## src/rtl/hexpad_monitor_pkg.sv

```systemverilog
// Package: shared widths, command encoding and run-state encoding for the
// hex keypad front-panel monitor. Assumes an 8-bit address and data path.
package hexpad_monitor_pkg;

    localparam int ADDR_W    = 8;
    localparam int DATA_W    = 8;
    localparam int NIB_W     = 4;
    localparam int DISP_COLS = NIB_W + 1;
    localparam int DISP_ROWS = 2 * (DATA_W / NIB_W) + 1;
    localparam int BLANK_ROW = DATA_W / NIB_W;
    localparam int DISP_W    = DISP_ROWS * DISP_COLS;

    // Shifted key codes that carry a command
    localparam logic [NIB_W-1:0] KEY_NEXT = 4'h1;
    localparam logic [NIB_W-1:0] KEY_DATA = 4'h7;
    localparam logic [NIB_W-1:0] KEY_ADDR = 4'hA;
    localparam logic [NIB_W-1:0] KEY_HALT = 4'hC;
    localparam logic [NIB_W-1:0] KEY_STEP = 4'hE;
    localparam logic [NIB_W-1:0] KEY_GO   = 4'hF;

    typedef enum logic [2:0] {
        CMD_NONE,
        CMD_DIGIT,
        CMD_NEXT,
        CMD_ADDR_MODE,
        CMD_DATA_MODE,
        CMD_GO,
        CMD_HALT,
        CMD_STEP
    } cmd_e;

    typedef enum logic [1:0] {
        ST_HALTED,
        ST_RUNNING,
        ST_STEPPING,
        ST_DUMPING
    } run_e;

    typedef struct packed {
        cmd_e             op;
        logic [NIB_W-1:0] digit;
    } key_cmd_t;

endpackage

```

## src/rtl/hexpad_keydec.sv

```systemverilog
// Module: hexpad_keydec
// Turns one key event (code plus shift state) into a panel command.
// Unshifted keys are digits; six shifted keys are commands; the rest map to
// no operation. Assumes key_valid is a clean one-cycle strobe.
module hexpad_keydec
    import hexpad_monitor_pkg::*;
(
    input  logic             key_valid,
    input  logic [NIB_W-1:0] key_code,
    input  logic             key_shift,
    output key_cmd_t         cmd
);

    // Purpose: map code and shift to a command
    always_comb begin
        cmd.digit = key_code;
        cmd.op    = CMD_NONE;
        if (key_valid) begin
            if (!key_shift) begin
                cmd.op = CMD_DIGIT;
            end else begin
                unique case (key_code)
                    KEY_NEXT: cmd.op = CMD_NEXT;
                    KEY_DATA: cmd.op = CMD_DATA_MODE;
                    KEY_ADDR: cmd.op = CMD_ADDR_MODE;
                    KEY_HALT: cmd.op = CMD_HALT;
                    KEY_STEP: cmd.op = CMD_STEP;
                    KEY_GO:   cmd.op = CMD_GO;
                    default:  cmd.op = CMD_NONE;
                endcase
            end
        end
    end

endmodule

```

## src/rtl/hexpad_ctrl.sv

```systemverilog
// Module: hexpad_ctrl
// Entry-mode and run-control state machine. Holds the current address, the
// entry mode and a pending high nibble. Issues memory writes and CPU
// start/step pulses, and copies the CPU registers into memory after a halt.
// Assumes the memory read is asynchronous and that the CPU accepts
// cpu_go/cpu_step as single-cycle pulses.
module hexpad_ctrl
    import hexpad_monitor_pkg::*;
#(
    parameter int                NREGS     = 4,
    parameter logic [ADDR_W-1:0] DUMP_BASE = 8'hF0
) (
    input  logic                      clk,
    input  logic                      rst_n,
    input  key_cmd_t                  cmd,
    input  logic [NREGS*DATA_W-1:0]   cpu_regs,
    input  logic                      cpu_step_done,
    output logic [ADDR_W-1:0]         cur_addr,
    output logic                      data_mode,
    output logic                      digit_pending,
    output logic [NIB_W-1:0]          pending_nib,
    output logic [ADDR_W-1:0]         mem_addr,
    output logic                      mem_we,
    output logic [DATA_W-1:0]         mem_wdata,
    output logic                      mem_re,
    output logic                      cpu_run,
    output logic                      cpu_go,
    output logic                      cpu_step
);

    localparam int              IDX_W    = (NREGS > 1) ? $clog2(NREGS) : 1;
    localparam logic [IDX_W-1:0] LAST_IDX = IDX_W'(NREGS - 1);

    run_e               state;
    logic [IDX_W-1:0]   dump_idx;
    logic               wr_q;
    logic [ADDR_W-1:0]  wr_addr_q;
    logic [DATA_W-1:0]  wr_data_q;
    logic               go_q;
    logic               step_q;
    logic [DATA_W-1:0]  reg_bytes [NREGS];
    logic [ADDR_W-1:0]  next_addr;

    // Split the flat register bus into bytes
    for (genvar g = 0; g < NREGS; g++) begin : g_reg_byte
        assign reg_bytes[g] = cpu_regs[g*DATA_W +: DATA_W];
    end

    assign next_addr = cur_addr + ADDR_W'(1);

    // Purpose: entry, run-control and register-copy sequencing
    always_ff @(posedge clk) begin
        if (!rst_n) begin
            state         <= ST_HALTED;
            cur_addr      <= '0;
            data_mode     <= 1'b0;
            digit_pending <= 1'b0;
            pending_nib   <= '0;
            dump_idx      <= '0;
            wr_q          <= 1'b0;
            wr_addr_q     <= '0;
            wr_data_q     <= '0;
            go_q          <= 1'b0;
            step_q        <= 1'b0;
        end else begin
            wr_q   <= 1'b0;
            go_q   <= 1'b0;
            step_q <= 1'b0;
            unique case (state)
                ST_HALTED: begin
                    unique case (cmd.op)
                        CMD_DIGIT: begin
                            if (!digit_pending) begin
                                digit_pending <= 1'b1;
                                pending_nib   <= cmd.digit;
                            end else begin
                                digit_pending <= 1'b0;
                                if (data_mode) begin
                                    wr_q      <= 1'b1;
                                    wr_addr_q <= cur_addr;
                                    wr_data_q <= {pending_nib, cmd.digit};
                                    cur_addr  <= next_addr;
                                end else begin
                                    cur_addr  <= {pending_nib, cmd.digit};
                                end
                            end
                        end
                        CMD_NEXT: begin
                            digit_pending <= 1'b0;
                            cur_addr      <= next_addr;
                        end
                        CMD_ADDR_MODE: begin
                            digit_pending <= 1'b0;
                            data_mode     <= 1'b0;
                        end
                        CMD_DATA_MODE: begin
                            digit_pending <= 1'b0;
                            data_mode     <= 1'b1;
                        end
                        CMD_GO: begin
                            digit_pending <= 1'b0;
                            go_q          <= 1'b1;
                            state         <= ST_RUNNING;
                        end
                        CMD_HALT: begin
                            digit_pending <= 1'b0;
                            dump_idx      <= '0;
                            state         <= ST_DUMPING;
                        end
                        CMD_STEP: begin
                            digit_pending <= 1'b0;
                            step_q        <= 1'b1;
                            state         <= ST_STEPPING;
                        end
                        default: ;
                    endcase
                end
                ST_RUNNING: begin
                    if (cmd.op == CMD_HALT) begin
                        dump_idx <= '0;
                        state    <= ST_DUMPING;
                    end
                end
                ST_STEPPING: begin
                    if (cpu_step_done) begin
                        state <= ST_HALTED;
                    end
                end
                ST_DUMPING: begin
                    if (dump_idx == LAST_IDX) begin
                        state <= ST_HALTED;
                    end else begin
                        dump_idx <= dump_idx + IDX_W'(1);
                    end
                end
                default: state <= ST_HALTED;
            endcase
        end
    end

    // Purpose: select the memory access for this cycle
    always_comb begin
        if (state == ST_DUMPING) begin
            mem_we    = 1'b1;
            mem_addr  = DUMP_BASE + ADDR_W'(dump_idx);
            mem_wdata = reg_bytes[dump_idx];
        end else begin
            mem_we    = wr_q;
            mem_addr  = wr_q ? wr_addr_q : cur_addr;
            mem_wdata = wr_data_q;
        end
    end

    assign mem_re   = (state != ST_RUNNING);
    assign cpu_run  = (state == ST_RUNNING);
    assign cpu_go   = go_q;
    assign cpu_step = step_q;

endmodule

```

## src/rtl/hexpad_display.sv

```systemverilog
// Module: hexpad_display
// Builds the 5x5 dot pattern: two bytes as binary nibbles, one per row,
// MSB on the left, a blank row between the bytes and an unlit leading column.
// Purely combinational; assumes row r occupies bits [5r+4:5r].
module hexpad_display
    import hexpad_monitor_pkg::*;
(
    input  logic [DATA_W-1:0] first_byte,
    input  logic [DATA_W-1:0] second_byte,
    output logic [DISP_W-1:0] disp
);

    localparam int NIBS = DATA_W / NIB_W;

    // Purpose: place one nibble (or nothing) in each row
    for (genvar r = 0; r < DISP_ROWS; r++) begin : g_row
        if (r == BLANK_ROW) begin : g_blank
            assign disp[r*DISP_COLS +: DISP_COLS] = '0;
        end else begin : g_nib
            localparam int  POS    = (r > BLANK_ROW) ? (r - BLANK_ROW - 1) : r;
            localparam int  SHIFT  = (NIBS - 1 - POS) * NIB_W;
            localparam bit  SECOND = (r > BLANK_ROW);
            logic [DATA_W-1:0] src;
            assign src = SECOND ? second_byte : first_byte;
            assign disp[r*DISP_COLS +: DISP_COLS] = {1'b0, src[SHIFT +: NIB_W]};
        end
    end

endmodule

```

## src/rtl/hexpad_monitor.sv

```systemverilog
// Module: hexpad_monitor (top)
// Hex keypad front-panel monitor: key decode, entry/run control and the
// 5x5 display pattern. Assumes an external asynchronous-read memory and
// debounced one-cycle key strobes.
module hexpad_monitor
    import hexpad_monitor_pkg::*;
#(
    parameter int                NREGS     = 4,
    parameter logic [ADDR_W-1:0] DUMP_BASE = 8'hF0
) (
    input  logic                    clk,
    input  logic                    rst_n,
    input  logic                    key_valid,
    input  logic [NIB_W-1:0]        key_code,
    input  logic                    key_shift,
    input  logic [NREGS*DATA_W-1:0] cpu_regs,
    input  logic                    cpu_step_done,
    input  logic [DATA_W-1:0]       mem_rdata,
    output logic [ADDR_W-1:0]       mem_addr,
    output logic                    mem_we,
    output logic [DATA_W-1:0]       mem_wdata,
    output logic                    mem_re,
    output logic                    cpu_run,
    output logic                    cpu_go,
    output logic                    cpu_step,
    output logic [ADDR_W-1:0]       cpu_pc,
    output logic [DISP_W-1:0]       disp
);

    key_cmd_t          cmd;
    logic [ADDR_W-1:0] cur_addr;
    logic              data_mode;
    logic              digit_pending;
    logic [NIB_W-1:0]  pending_nib;
    logic [DATA_W-1:0] second_byte;

    hexpad_keydec u_keydec (
        .key_valid (key_valid),
        .key_code  (key_code),
        .key_shift (key_shift),
        .cmd       (cmd)
    );

    hexpad_ctrl #(
        .NREGS     (NREGS),
        .DUMP_BASE (DUMP_BASE)
    ) u_ctrl (
        .clk           (clk),
        .rst_n         (rst_n),
        .cmd           (cmd),
        .cpu_regs      (cpu_regs),
        .cpu_step_done (cpu_step_done),
        .cur_addr      (cur_addr),
        .data_mode     (data_mode),
        .digit_pending (digit_pending),
        .pending_nib   (pending_nib),
        .mem_addr      (mem_addr),
        .mem_we        (mem_we),
        .mem_wdata     (mem_wdata),
        .mem_re        (mem_re),
        .cpu_run       (cpu_run),
        .cpu_go        (cpu_go),
        .cpu_step      (cpu_step)
    );

    // Purpose: pick the second displayed byte
    always_comb begin
        if (data_mode && digit_pending) begin
            second_byte = {pending_nib, {NIB_W{1'b0}}};
        end else begin
            second_byte = mem_rdata;
        end
    end

    hexpad_display u_display (
        .first_byte  (cur_addr),
        .second_byte (second_byte),
        .disp        (disp)
    );

    assign cpu_pc = cur_addr;

endmodule

```

## config.mk

```make
export PLATFORM = sky130hd
export DESIGN_NAME = hexpad_monitor
export DESIGN_NICKNAME = d
export VERILOG_FILES = /design/src/rtl/hexpad_monitor_pkg.sv /design/src/rtl/hexpad_keydec.sv /design/src/rtl/hexpad_ctrl.sv /design/src/rtl/hexpad_display.sv /design/src/rtl/hexpad_monitor.sv
export SDC_FILE = /design/constraint.sdc
export NUM_CORES = 1
export LEC_CHECK = 0
export BUFFER_PORTS_ARGS = -buffer_cell sky130_fd_sc_hd__buf_2
export CAP_MARGIN = 5
export CELL_PAD_IN_SITES_DETAIL_PLACEMENT = 1
export CELL_PAD_IN_SITES_GLOBAL_PLACEMENT = 1
export CORE_MARGIN = 2
export CORE_UTILIZATION = 32
export DETAILED_ROUTE_END_ITERATION = 12
export PLACE_DENSITY_LB_ADDON = 0.08
export SLEW_MARGIN = 20
export SYNTH_ARGS = -nofsm -noshare
export SYNTH_HDL_FRONTEND = slang
export SYNTH_HIERARCHICAL = 1
export SYNTH_SLANG_ARGS = --single-unit
```

## constraint.sdc

```tcl
create_clock -name clk -period 2.4 [get_ports clk]
set_clock_uncertainty 0.2 [all_clocks]
set_input_delay 0.12 -clock clk [delete_from_list [all_inputs] [get_ports clk]]
set_output_delay 0.12 -clock clk [all_outputs]
set_load 0.01 [all_outputs]
```

==> results.json, run 1 <==
{
  "cts_tree": "yes",
  "final_setup_viols": 0,
  "first_pass_iters": 4,
  "buffers_from_clock_root_to_sink_at_most": 2,
  "grt_met1_use_pct": 21.7,
  "post_drt_wl_per_cell_um": 15.5,
  "critical_path.reg2reg.endpoint": "u_ctrl/pending_nib[1]$_SDFFE_PN0P_",
  "r2r_setup_slack_ns": 0.47,
  "synth_edf_count": 0,
  "synth.yosys.seq_area_share_pct": 29.7,
  "synth_largest_area_cell": "sky130_fd_sc_hd__dfxtp_1",
  "fraction_of_synthesis_flops_using_an_asynchronous_set_or_reset_pin_pct": 0,
  "grt_pass1_vias": 2241,
  "hold_viol_final": 0,
  "crit_required_ns": 2.08,
  "setup.worst_path.start_class": "flip-flop",
  "placed_cells": 442,
  "reg2reg_from": "u_ctrl/state[0]$_SDFFE_PN0P_",
  "detailedPlacementHpwl_um": 5190,
  "total_via_count_in_the_routed_design": 2213,
  "grt_first_pass_wirelength_um": 11500,
  "top_usage_layer": "met2",
  "grt_setup_unrepaired": "false",
  "layout_nets": 400,
  "rows": 32,
  "cellPowerDensity_mw_per_mm2": 463,
  "arrival_ns": 1.83,
  "ys.warnings.count": 6,
  "die_area_mm2": 0.00851,
  "max_cap_viol_count": 0,
  "slew-limit-headroom_pct": 66.3,
  "post_synth_inst_count": 270,
  "post_synth_num_cell_types": 50,
  "synthTopCellsByArea": "sky130_fd_sc_hd__dfxtp_1 (30%), sky130_fd_sc_hd__mux2i_1 (14%), sky130_fd_sc_hd__buf_4 (9.0%)",
  "clock.fmax_mhz": 466,
  "globalRoute.totalOverflow": 0,
  "n_antenna_cell": 0,
  "slew_viol_final": 0,
  "grt_antenna_before_repair": 0,
  "cp_slowest_stage_delay_ns": 0.56,
  "hold-path-endpoint": "u_ctrl/wr_data_q[2]$_SDFFE_PN0P_",
  "whs_path_depth": 3,
  "fin_ws_ns": 0.252,
  "detailedPlace.worstSlack_ns": 0.114,
  "design.portCount": 103,
  "setup_tns_ns": 0,
  "crit_path_end_kind": "primary output",
  "met2_usage_pct": 29.5,
  "avgSynthCellArea_um2": 9.23,
  "timing.critical_path.slowest_stage_cell": "sky130_fd_sc_hd__dfxtp_2",
  "finalNonFillerCells": 452,
  "start_util_pct": 32.6,
  "die_h_um": 92.3,
  "fp.coreArea_mm2": 0.00765,
  "max_slew.worst_pin.slew_ns": 0.505,
  "routed_via_density": 4.90,
  "grt_max_degree": 20,
  "layout_worst_path_cycle_share_pct": 89.5,
  "clock_latency_ns": 0.29,
  "worst_reg2reg_path_length_in_cells": 5,
  "status": "completed",
  "clkSlewWorstSetupHoldPaths_ns": 0.08,
  "m3_gr_usage_pct": 3.62,
  "static-leakage-power_nw": 1.38,
  "layout-area-overhead-vs-synth_pct": 22.8,
  "antenna_left": 0,
  "root_buf_cell": "sky130_fd_sc_hd__clkbuf_8",
  "wl_um": 7000,
  "gp_congestion": 0.744,
  "first_iter_violations": 74,
  "finalWorstPathRequiredPeriod_ns": 2.15,
  "cts.sinks": 37,
  "cts.htree.levels": 2,
  "crit_path_cell_trace": "mux4_2, mux2_1, buf_2",
  "dominantRegCellSynth": "sky130_fd_sc_hd__dfxtp_1",
  "worst_ir_drop_vdd_v": 0.000226,
  "floorplan.die.width_um": 92.3,
  "grt_usage_pct": 17.2,
  "total_power_mw": 1.42,
  "min-delay-start": "key_code[2]",
  "synthDominantCellAreaShare_pct": 29.7,
  "cts_inserted_buffers": 5,
  "post_syn_area_mm2": 0.00249,
  "placement.io_buffers": 93,
  "min_path_type": "input pin to flip-flop",
  "critical_path.max_fanout": 12,
  "final_layout_size_suffix_gt1_share_pct": 40.3,
  "yosys_register_bits": 37,
  "route.detailed.drc": 0,
  "setup.worst_path.class": "flip-flop to primary output"
}
## synth_stat cells, drive strengths merged, types with 2 or more instances
library cell  instances
dfxtp                37
o22ai                 6
nor2                 29
nor3                  4
mux2                 12
o21a                  2
or3b                  2
ha                    2
nor4                  4
nor2b                 2
o21ai                 4
mux4                  8
and2                  5
a21oi                16
nand2                22
clkbuf                8
nand4                 2
nand2b                4
o211a                 2
buf                  38
inv                   5
nand3                 4
mux2i                35
## where the power goes
| group | total, mW | internal (mW) | switching (mW) |
|---|---|---|---|
| registers | 0.643 | 0.624 | 0.0193 |
| logic | 0.202 | 0.100 | 0.102 |
| clock network | 0.573 | 0.338 | 0.236 |
| total | 1.42 | 1.06 | 0.356 |
## flip-flops by register name, summed over array words and instances, names as in the netlist
register,cells
u_ctrl/digit_pending,1
u_ctrl/cpu_step,1
u_ctrl/wr_addr_q,8
u_ctrl/cur_addr,8
u_ctrl/dump_idx,2
u_ctrl/state,2
u_ctrl/cpu_go,1
u_ctrl/pending_nib,4
u_ctrl/wr_data_q,8
u_ctrl/data_mode,1
u_ctrl/wr_q,1
## per-layer routing
metal,vias up,share of wire [%]
li1,1080,-
met1,1056,45
met2,70,48
met3,7,5.8
met4,0,1.7
met5,-,0
## stage by stage
stage          cell area [µm²]  hold slack (ns)  utilization (%)
2_1_floorplan             2520           0.0705                -
3_3_place_gp              2920            0.273             38.2
3_5_place_dp              2920            0.285             38.2
4_1_cts                   3060          0.00356             40.0
5_1_grt                   3060           0.0398             40.0
6_report                  3060          0.00496             40.0
## worst max-delay path: cells and delay by family (launching register included)
kind | cells | cell delay, ns
muxes | 2 | 0.84
DFF | 1 | 0.56
buffers and inverters | 1 | 0.14
## layout by cell type, fill, tap and decap left out, types with 4 or more instances in the layout
cell and count:
sky130_fd_sc_hd__a21oi_1 16, sky130_fd_sc_hd__and2_1 5, sky130_fd_sc_hd__buf_2 93, sky130_fd_sc_hd__buf_4 14, sky130_fd_sc_hd__clkbuf_8 6, sky130_fd_sc_hd__conb_1 9, sky130_fd_sc_hd__dfxtp_1 36, sky130_fd_sc_hd__inv_1 5
sky130_fd_sc_hd__mux2_2 7, sky130_fd_sc_hd__mux2_4 4, sky130_fd_sc_hd__mux2i_1 35, sky130_fd_sc_hd__mux4_2 8, sky130_fd_sc_hd__nand2_1 21, sky130_fd_sc_hd__nand2b_1 4, sky130_fd_sc_hd__nand3_1 4, sky130_fd_sc_hd__nor2_1 29
sky130_fd_sc_hd__nor3_1 4, sky130_fd_sc_hd__o22ai_1 6
## cell families after synthesis
| logic type | count (synthesis) | share of synthesized area [%] |
|---|---|---|
| other cells | 1 | 0.150 |
| buf+inv | 51 | 13.7 |
| simple gates | 84 | 17.6 |
| fa+ha+maj | 2 | 1.00 |
| mux | 55 | 27.3 |
| compound gates | 40 | 10.5 |
| flops | 37 | 29.7 |
## final cells by class
| cell class | instances | area [µm²] |
|---|---|---|
| Clock buffer | 6 | 82.6 |
| Clock inverter | 2 | 37.5 |
| Fill cell | 951 | 4590 |
| Inverter | 5 | 18.8 |
| Multi-Input combinational cell | 190 | 1440 |
| Sequential cell | 37 | 742 |
| Tap cell | 102 | 128 |
| Timing Repair Buffer | 110 | 611 |
## worst max path at each step
stage | from | cells past startpoint | slack, ns | endpoint
6_report | u_ctrl/dump_idx[0]$_SDFFE_PN0P_ | 3 | 0.25 | mem_wdata[6]
5_1_grt | u_ctrl/dump_idx[0]$_SDFFE_PN0P_ | 3 | 0.13 | mem_wdata[6]
4_1_cts | u_ctrl/dump_idx[0]$_SDFFE_PN0P_ | 3 | 0.20 | mem_wdata[6]
3_5_place_dp | key_code[2] | 8 | 0.11 | u_ctrl/wr_data_q[7]$_SDFFE_PN0P_
3_3_place_gp | key_code[2] | 8 | 0.18 | u_ctrl/pending_nib[3]$_SDFFE_PN0P_
2_1_floorplan | key_code[0] | 10 | 0.17 | u_ctrl/wr_addr_q[2]$_SDFFE_PN0P_
## timing repair
item	in CTS	in global routing
hold buffers	2	0
setup buffers	0	0
endpoints found under the hold margin	3	0
setup endpoints to repair	8	0
resized for setup	1	0
(Power assumes the default switching activity.)
==> inputs of run 2 (changes only) <==
CORE_UTILIZATION = 35   (was 32)
clock period = 2.15 ns   (was 2.4 ns; I/O delays follow)
==> results.json, run 2 (same netlist as run 1, synthesis figures left out) <==
{
  "floorplan.die.width_um": 88.4,
  "clock.fmax_mhz": 492,
  "die_area_mm2": 0.00781,
  "reg2reg_from": "u_ctrl/state[0]$_SDFFE_PN0P_",
  "placed_cells": 443,
  "crit_path_end_kind": "primary output",
  "detailedPlace.worstSlack_ns": 0.0200,
  "finalWorstPathRequiredPeriod_ns": 2.03,
  "detailedPlacementHpwl_um": 5060,
  "grt_first_pass_wirelength_um": 10600,
  "max_slew.worst_pin.slew_ns": 0.531,
  "setup.worst_path.start": "u_ctrl/dump_idx[0]$_SDFFE_PN0P_",
  "finalNonFillerCells": 451,
  "cts_setup_buffers": 0,
  "total_via_count_in_the_routed_design": 2234,
  "setup.worst_path.class": "flip-flop to primary output",
  "layout-area-overhead-vs-synth_pct": 24.4,
  "layout.cell_area.non_filler_mm2": 0.00310,
  "slew_viol_final": 0,
  "grt_pass1_vias": 2122,
  "relative_contribution_of_sequential_cells_to_total_power_pct": 45.4,
  "layout_worst_path_cycle_share_pct": 94.5,
  "layout_nets": 405,
  "rows": 30,
  "first_pass_iters": 5,
  "final_setup_viols": 0,
  "p_int_mw": 1.19,
  "ctsHoldBuffers": 0,
  "design.portCount": 103,
  "max_cap_viol_count": 0,
  "first_iter_violations": 87,
  "share_comb_of_total_power_pct": 14.6,
  "setup_tns_ns": 0,
  "static-leakage-power_nw": 1.41,
  "n_antenna_cell": 0,
  "fp.coreArea_mm2": 0.00683,
  "buffers_from_clock_root_to_sink_at_most": 2,
  "fillCellCount": 845,
  "final_common_cell": "sky130_fd_sc_hd__buf_2",
  "power.clock.fraction_pct": 40.0,
  "biggestRegsByFlops": "u_ctrl/cur_addr x8, u_ctrl/wr_addr_q x8, u_ctrl/wr_data_q x8",
  "globalRoute.totalOverflow": 0,
  "timing.critical_path.max_delay_family": "multiplexers",
  "netSwitchingPower_mw": 0.385,
  "timing.critical_path.slowest_stage_cell": "sky130_fd_sc_hd__mux4_2",
  "routed_via_density": 4.95,
  "placement.cell_area_mm2": 0.00296,
  "cts.sinks": 37,
  "final_util_pct": 45.4,
  "setup.worst_path.start_class": "flip-flop",
  "wl_um": 6620,
  "worst_reg2reg_path_length_in_cells": 5,
  "antenna_left": 0,
  "grt_usage_pct": 17.5,
  "placement.io_buffers": 93,
  "critical_path.max_fanout": 10,
  "gp_congestion": 0.753,
  "grt_setup_unrepaired": "false",
  "worst-path-buf-inv": 2,
  "cts_inserted_buffers": 5,
  "cellPowerDensity_mw_per_mm2": 507,
  "cp_slowest_stage_delay_ns": 0.49,
  "hold_viol_final": 0,
  "die_h_um": 88.4,
  "status": "completed",
  "min_path_type": "input pin to flip-flop",
  "slew-limit-headroom_pct": 64.5,
  "final.hold.worst_slack_ns": 0.0262,
  "arrival_ns": 1.72,
  "final_layout_size_suffix_gt1_share_pct": 42.0,
  "clkSlewWorstSetupHoldPaths_ns": 0.08,
  "crit_path_cell_trace": "buf_12, mux4_2, mux2_2, buf_2",
  "grt_antenna_before_repair": 0,
  "whs_path_depth": 4,
  "cts.htree.levels": 2,
  "total_power_mw": 1.57,
  "cts_tree": "yes",
  "worst_ir_drop_vdd_v": 0.000316,
  "min-delay-start": "key_code[0]",
  "mostFrequentLayoutCells": "sky130_fd_sc_hd__buf_2 (93), sky130_fd_sc_hd__mux2i_1 (35), sky130_fd_sc_hd__dfxtp_1 (35), sky130_fd_sc_hd__nor2_1 (29), sky130_fd_sc_hd__nand2_1 (21)",
  "netSwitchingFraction_pct": 24.5,
  "post_drt_wl_per_cell_um": 14.7,
  "clock_latency_ns": 0.28,
  "root_buf_cell": "sky130_fd_sc_hd__clkbuf_8",
  "grt_max_degree": 20,
  "critical_path_cell_count": 4,
  "route.detailed.drc": 0,
  "start_util_pct": 36.5,
  "fin_ws_ns": 0.118,
  "crit_required_ns": 1.84
}
==> run 2: changes by cell type in the layout (fill, tap and decap cells not counted) <==
cell                            change
sky130_fd_sc_hd__dlygate4sd3_1      -2
sky130_fd_sc_hd__dfxtp_4            +1
sky130_fd_sc_hd__dfxtp_1            -1
sky130_fd_sc_hd__buf_12             +1
sky130_fd_sc_hd__a21boi_1           +1
sky130_fd_sc_hd__buf_4              +6
sky130_fd_sc_hd__a21boi_0           -1
==> run 2: metal layers <==
layer / vias to the layer above / wire length [µm] / track usage, %
li1: 1081 / - / -
met1: 1078 / 2980 / 22.4
met2: 73 / 3240 / 30.1
met3: 2 / 362 / 3.45
met4: 0 / 34 / 4.68
met5: - / 0 / 0
==> run 2: power groups by stage <==
stage | sequential [mW] | clock, mW | combinational, mW
after floorplan | 0.727 | 0 | 0.153
after global placement | 0.732 | 0 | 0.226
after detailed placement | 0.732 | 0 | 0.230
after CTS | 0.716 | 0.649 | 0.231
after global routing | 0.718 | 0.676 | 0.254
final | 0.715 | 0.629 | 0.229
==> run 2: tightest hold or removal path, stage by stage <==
cell and delay, ns:
sky130_fd_sc_hd__buf_2 0.09, sky130_fd_sc_hd__buf_4 0.14, sky130_fd_sc_hd__mux2i_1 0.07, sky130_fd_sc_hd__nor2_1 0.07
==> run 2: final cells by class <==
cell class / count / area (µm²) / area share (%)
clock inverter: 2 / 37.5 / 1.21
sequential: 37 / 746 / 24.0
tap: 96 / 120 / 3.87
inverter: 5 / 18.8 / 0.605
timing repair buffer: 115 / 656 / 21.1
clock buffer: 6 / 82.6 / 2.66
multi-input combinational: 190 / 1440 / 46.5
==> run 2: path summary, 6_finish.rpt <==
kind                                                           end  slack, ns
worst min-delay path            u_ctrl/pending_nib[0]$_SDFFE_PN0P_       0.03
worst max-delay path                                  mem_wdata[4]       0.12
worst max register to register    u_ctrl/wr_addr_q[7]$_SDFFE_PN0P_       0.31
worst min register to register    u_ctrl/wr_addr_q[1]$_SDFFE_PN0P_       0.29
==> run 2: what timing repair did <==
item | CTS | global route
gates resized for setup | 2 | 4
setup endpoints to repair | 7 | 7
pin swaps | 0 | 0
cloned | 0 | 0
==> inputs of run 3 (changes only) <==
CORE_ASPECT_RATIO = 1.25   (was default)
CORE_UTILIZATION = 38   (was 35)
clock period = 2.65 ns   (was 2.15 ns; I/O delays follow)
==> results.json, run 3 (same netlist as run 1, synthesis figures left out) <==
{
  "cellPowerDensity_mw_per_mm2": 394,
  "slew-limit-headroom_pct": 45.5,
  "max_slew.worst_pin.slew_ns": 0.817,
  "routed_via_density": 5.06,
  "crit_path_end_kind": "flip-flop",
  "setup.worst_path.class": "input pin to flip-flop",
  "buffers_from_clock_root_to_sink_at_most": 2,
  "static-leakage-power_nw": 1.37,
  "rows": 33,
  "first_iter_violations": 64,
  "slew_viol_final": 0,
  "first_pass_iters": 4,
  "design.portCount": 103,
  "layout_nets": 398,
  "placement.io_buffers": 93,
  "arrival_ns": 2.54,
  "critical_path.max_fanout": 6,
  "clock.fmax_mhz": 395,
  "globalRoute.totalOverflow": 0,
  "final_util_pct": 47.0,
  "max_cap_viol_count": 0,
  "cts_tree": "yes",
  "wl_um": 6820,
  "min_path_type": "input pin to flip-flop",
  "grt_usage_pct": 19.1,
  "fp.coreArea_mm2": 0.00644,
  "die_area_mm2": 0.00723,
  "placed_cells": 423,
  "biggestRegsByFlops": "u_ctrl/cur_addr x8, u_ctrl/wr_addr_q x8, u_ctrl/wr_data_q x8",
  "finalNonFillerCells": 435,
  "hold_viol_final": 0,
  "detailedPlacementHpwl_um": 5080,
  "die_h_um": 94.5,
  "finalWorstPathRequiredPeriod_ns": 2.53,
  "root_buf_cell": "sky130_fd_sc_hd__clkbuf_8",
  "start_util_pct": 38.7,
  "crit_required_ns": 2.66,
  "worst_ir_drop_vdd_v": 0.000198,
  "cts_inserted_buffers": 5,
  "clock_latency_ns": 0.29,
  "layout_worst_path_cycle_share_pct": 95.4,
  "final.hold.worst_slack_ns": 0.0114,
  "setup_tns_ns": 0,
  "grt_first_pass_wirelength_um": 10800,
  "final_setup_viols": 0,
  "fillCellCount": 820,
  "n_antenna_cell": 0,
  "final_layout_size_suffix_gt1_share_pct": 40.5,
  "post_drt_wl_per_cell_um": 15.7,
  "antenna_left": 0,
  "grt_pass1_vias": 2169,
  "total_via_count_in_the_routed_design": 2202,
  "route.detailed.drc": 0,
  "floorplan.die.width_um": 76.4,
  "mostFrequentLayoutCells": "sky130_fd_sc_hd__buf_2 (93), sky130_fd_sc_hd__dfxtp_1 (37), sky130_fd_sc_hd__mux2i_1 (35), sky130_fd_sc_hd__nor2_1 (29), sky130_fd_sc_hd__nand2_1 (21)",
  "setup.worst_path.start_class": "input pin",
  "layout-area-overhead-vs-synth_pct": 21.4,
  "final_common_cell": "sky130_fd_sc_hd__buf_2",
  "cts.sinks": 37,
  "grt_setup_unrepaired": "false",
  "gp_congestion": 0.849,
  "grt_antenna_before_repair": 0,
  "grt_max_degree": 26,
  "total_power_mw": 1.19,
  "status": "completed",
  "clkSlewWorstSetupHoldPaths_ns": 0.07,
  "cts.htree.levels": 2
}
-- run 3: changes by cell type in the layout (fill, tap and decap cells not counted), sizes merged --
cell / delta
bufinv: -1
clkbuf: +2
clkinv: +1
dlygate4sd3: +1
buf: -9
clkinvlp: -1
-- run 3: what timing repair did --
item,4_1_cts,5_1_grt
endpoints found under the hold margin,2,0
buffers inserted,0,2
endpoints found under the setup margin,0,14
resized for setup,0,2
hold buffers,1,0
-- run 3: routing by layer --
metal	share of wire (%)	vias up	global-route usage, %
li1	-	1066	-
met1	41	1069	21.8
met2	52	59	35.1
met3	4.9	8	4.78
met4	1.5	0	6.21
met5	0	-	0
-- run 3: worst max-delay path, cell delays in order --
cell	delay [ns]
sky130_fd_sc_hd__dlygate4sd3_1	0.53
sky130_fd_sc_hd__buf_2	0.18
sky130_fd_sc_hd__inv_1	0.08
sky130_fd_sc_hd__o211ai_1	0.16
sky130_fd_sc_hd__a21boi_0	0.12
sky130_fd_sc_hd__buf_4	0.17
sky130_fd_sc_hd__nand2b_2	0.23
sky130_fd_sc_hd__a2111o_1	0.42
sky130_fd_sc_hd__or3_1	0.32
sky130_fd_sc_hd__a31oi_1	0.17
-- run 3: area by class of cell --
class                           count  area, µm²  share of cell area (%)
Multi-Input combinational cell    190       1450                    47.8
Sequential cell                    37        741                    24.5
Timing Repair Buffer              108        611                    20.2
Tap cell                           87        109                    3.60
Clock buffer                        7       96.3                    3.18
Inverter                            5       18.8                   0.620
Clock inverter                      1       5.00                   0.165
-- run 3: final timing paths --
path                            depth (start not counted)  slack (ns)                                to                              from
worst max-delay path                                   10        0.12   u_ctrl/cur_addr[0]$_SDFFE_PN0P_                       key_code[0]
worst max register to register                          4        0.69   u_ctrl/dump_idx[1]$_SDFFE_PN0P_   u_ctrl/dump_idx[0]$_SDFFE_PN0P_
worst min register to register                          2        0.30  u_ctrl/wr_data_q[1]$_SDFFE_PN0P_  u_ctrl/wr_data_q[1]$_SDFFE_PN0P_
worst min-delay path                                    2        0.01      u_ctrl/state[0]$_SDFFE_PN0P_                             rst_n
-- run 3: through the flow --
step	worst slack, ns	instance area, µm²
global route	0.0164	3030
finish	0.121	3030
CTS	0.0737	2980
detailed placement	0.327	2870
floorplan	0.404	2520
global placement	0.400	2870
-- run 3: power by group --
group | internal, mW | switching (mW)
sequential | 0.565 | 0.0201
combinational | 0.0868 | 0.0865
clock | 0.235 | 0.199
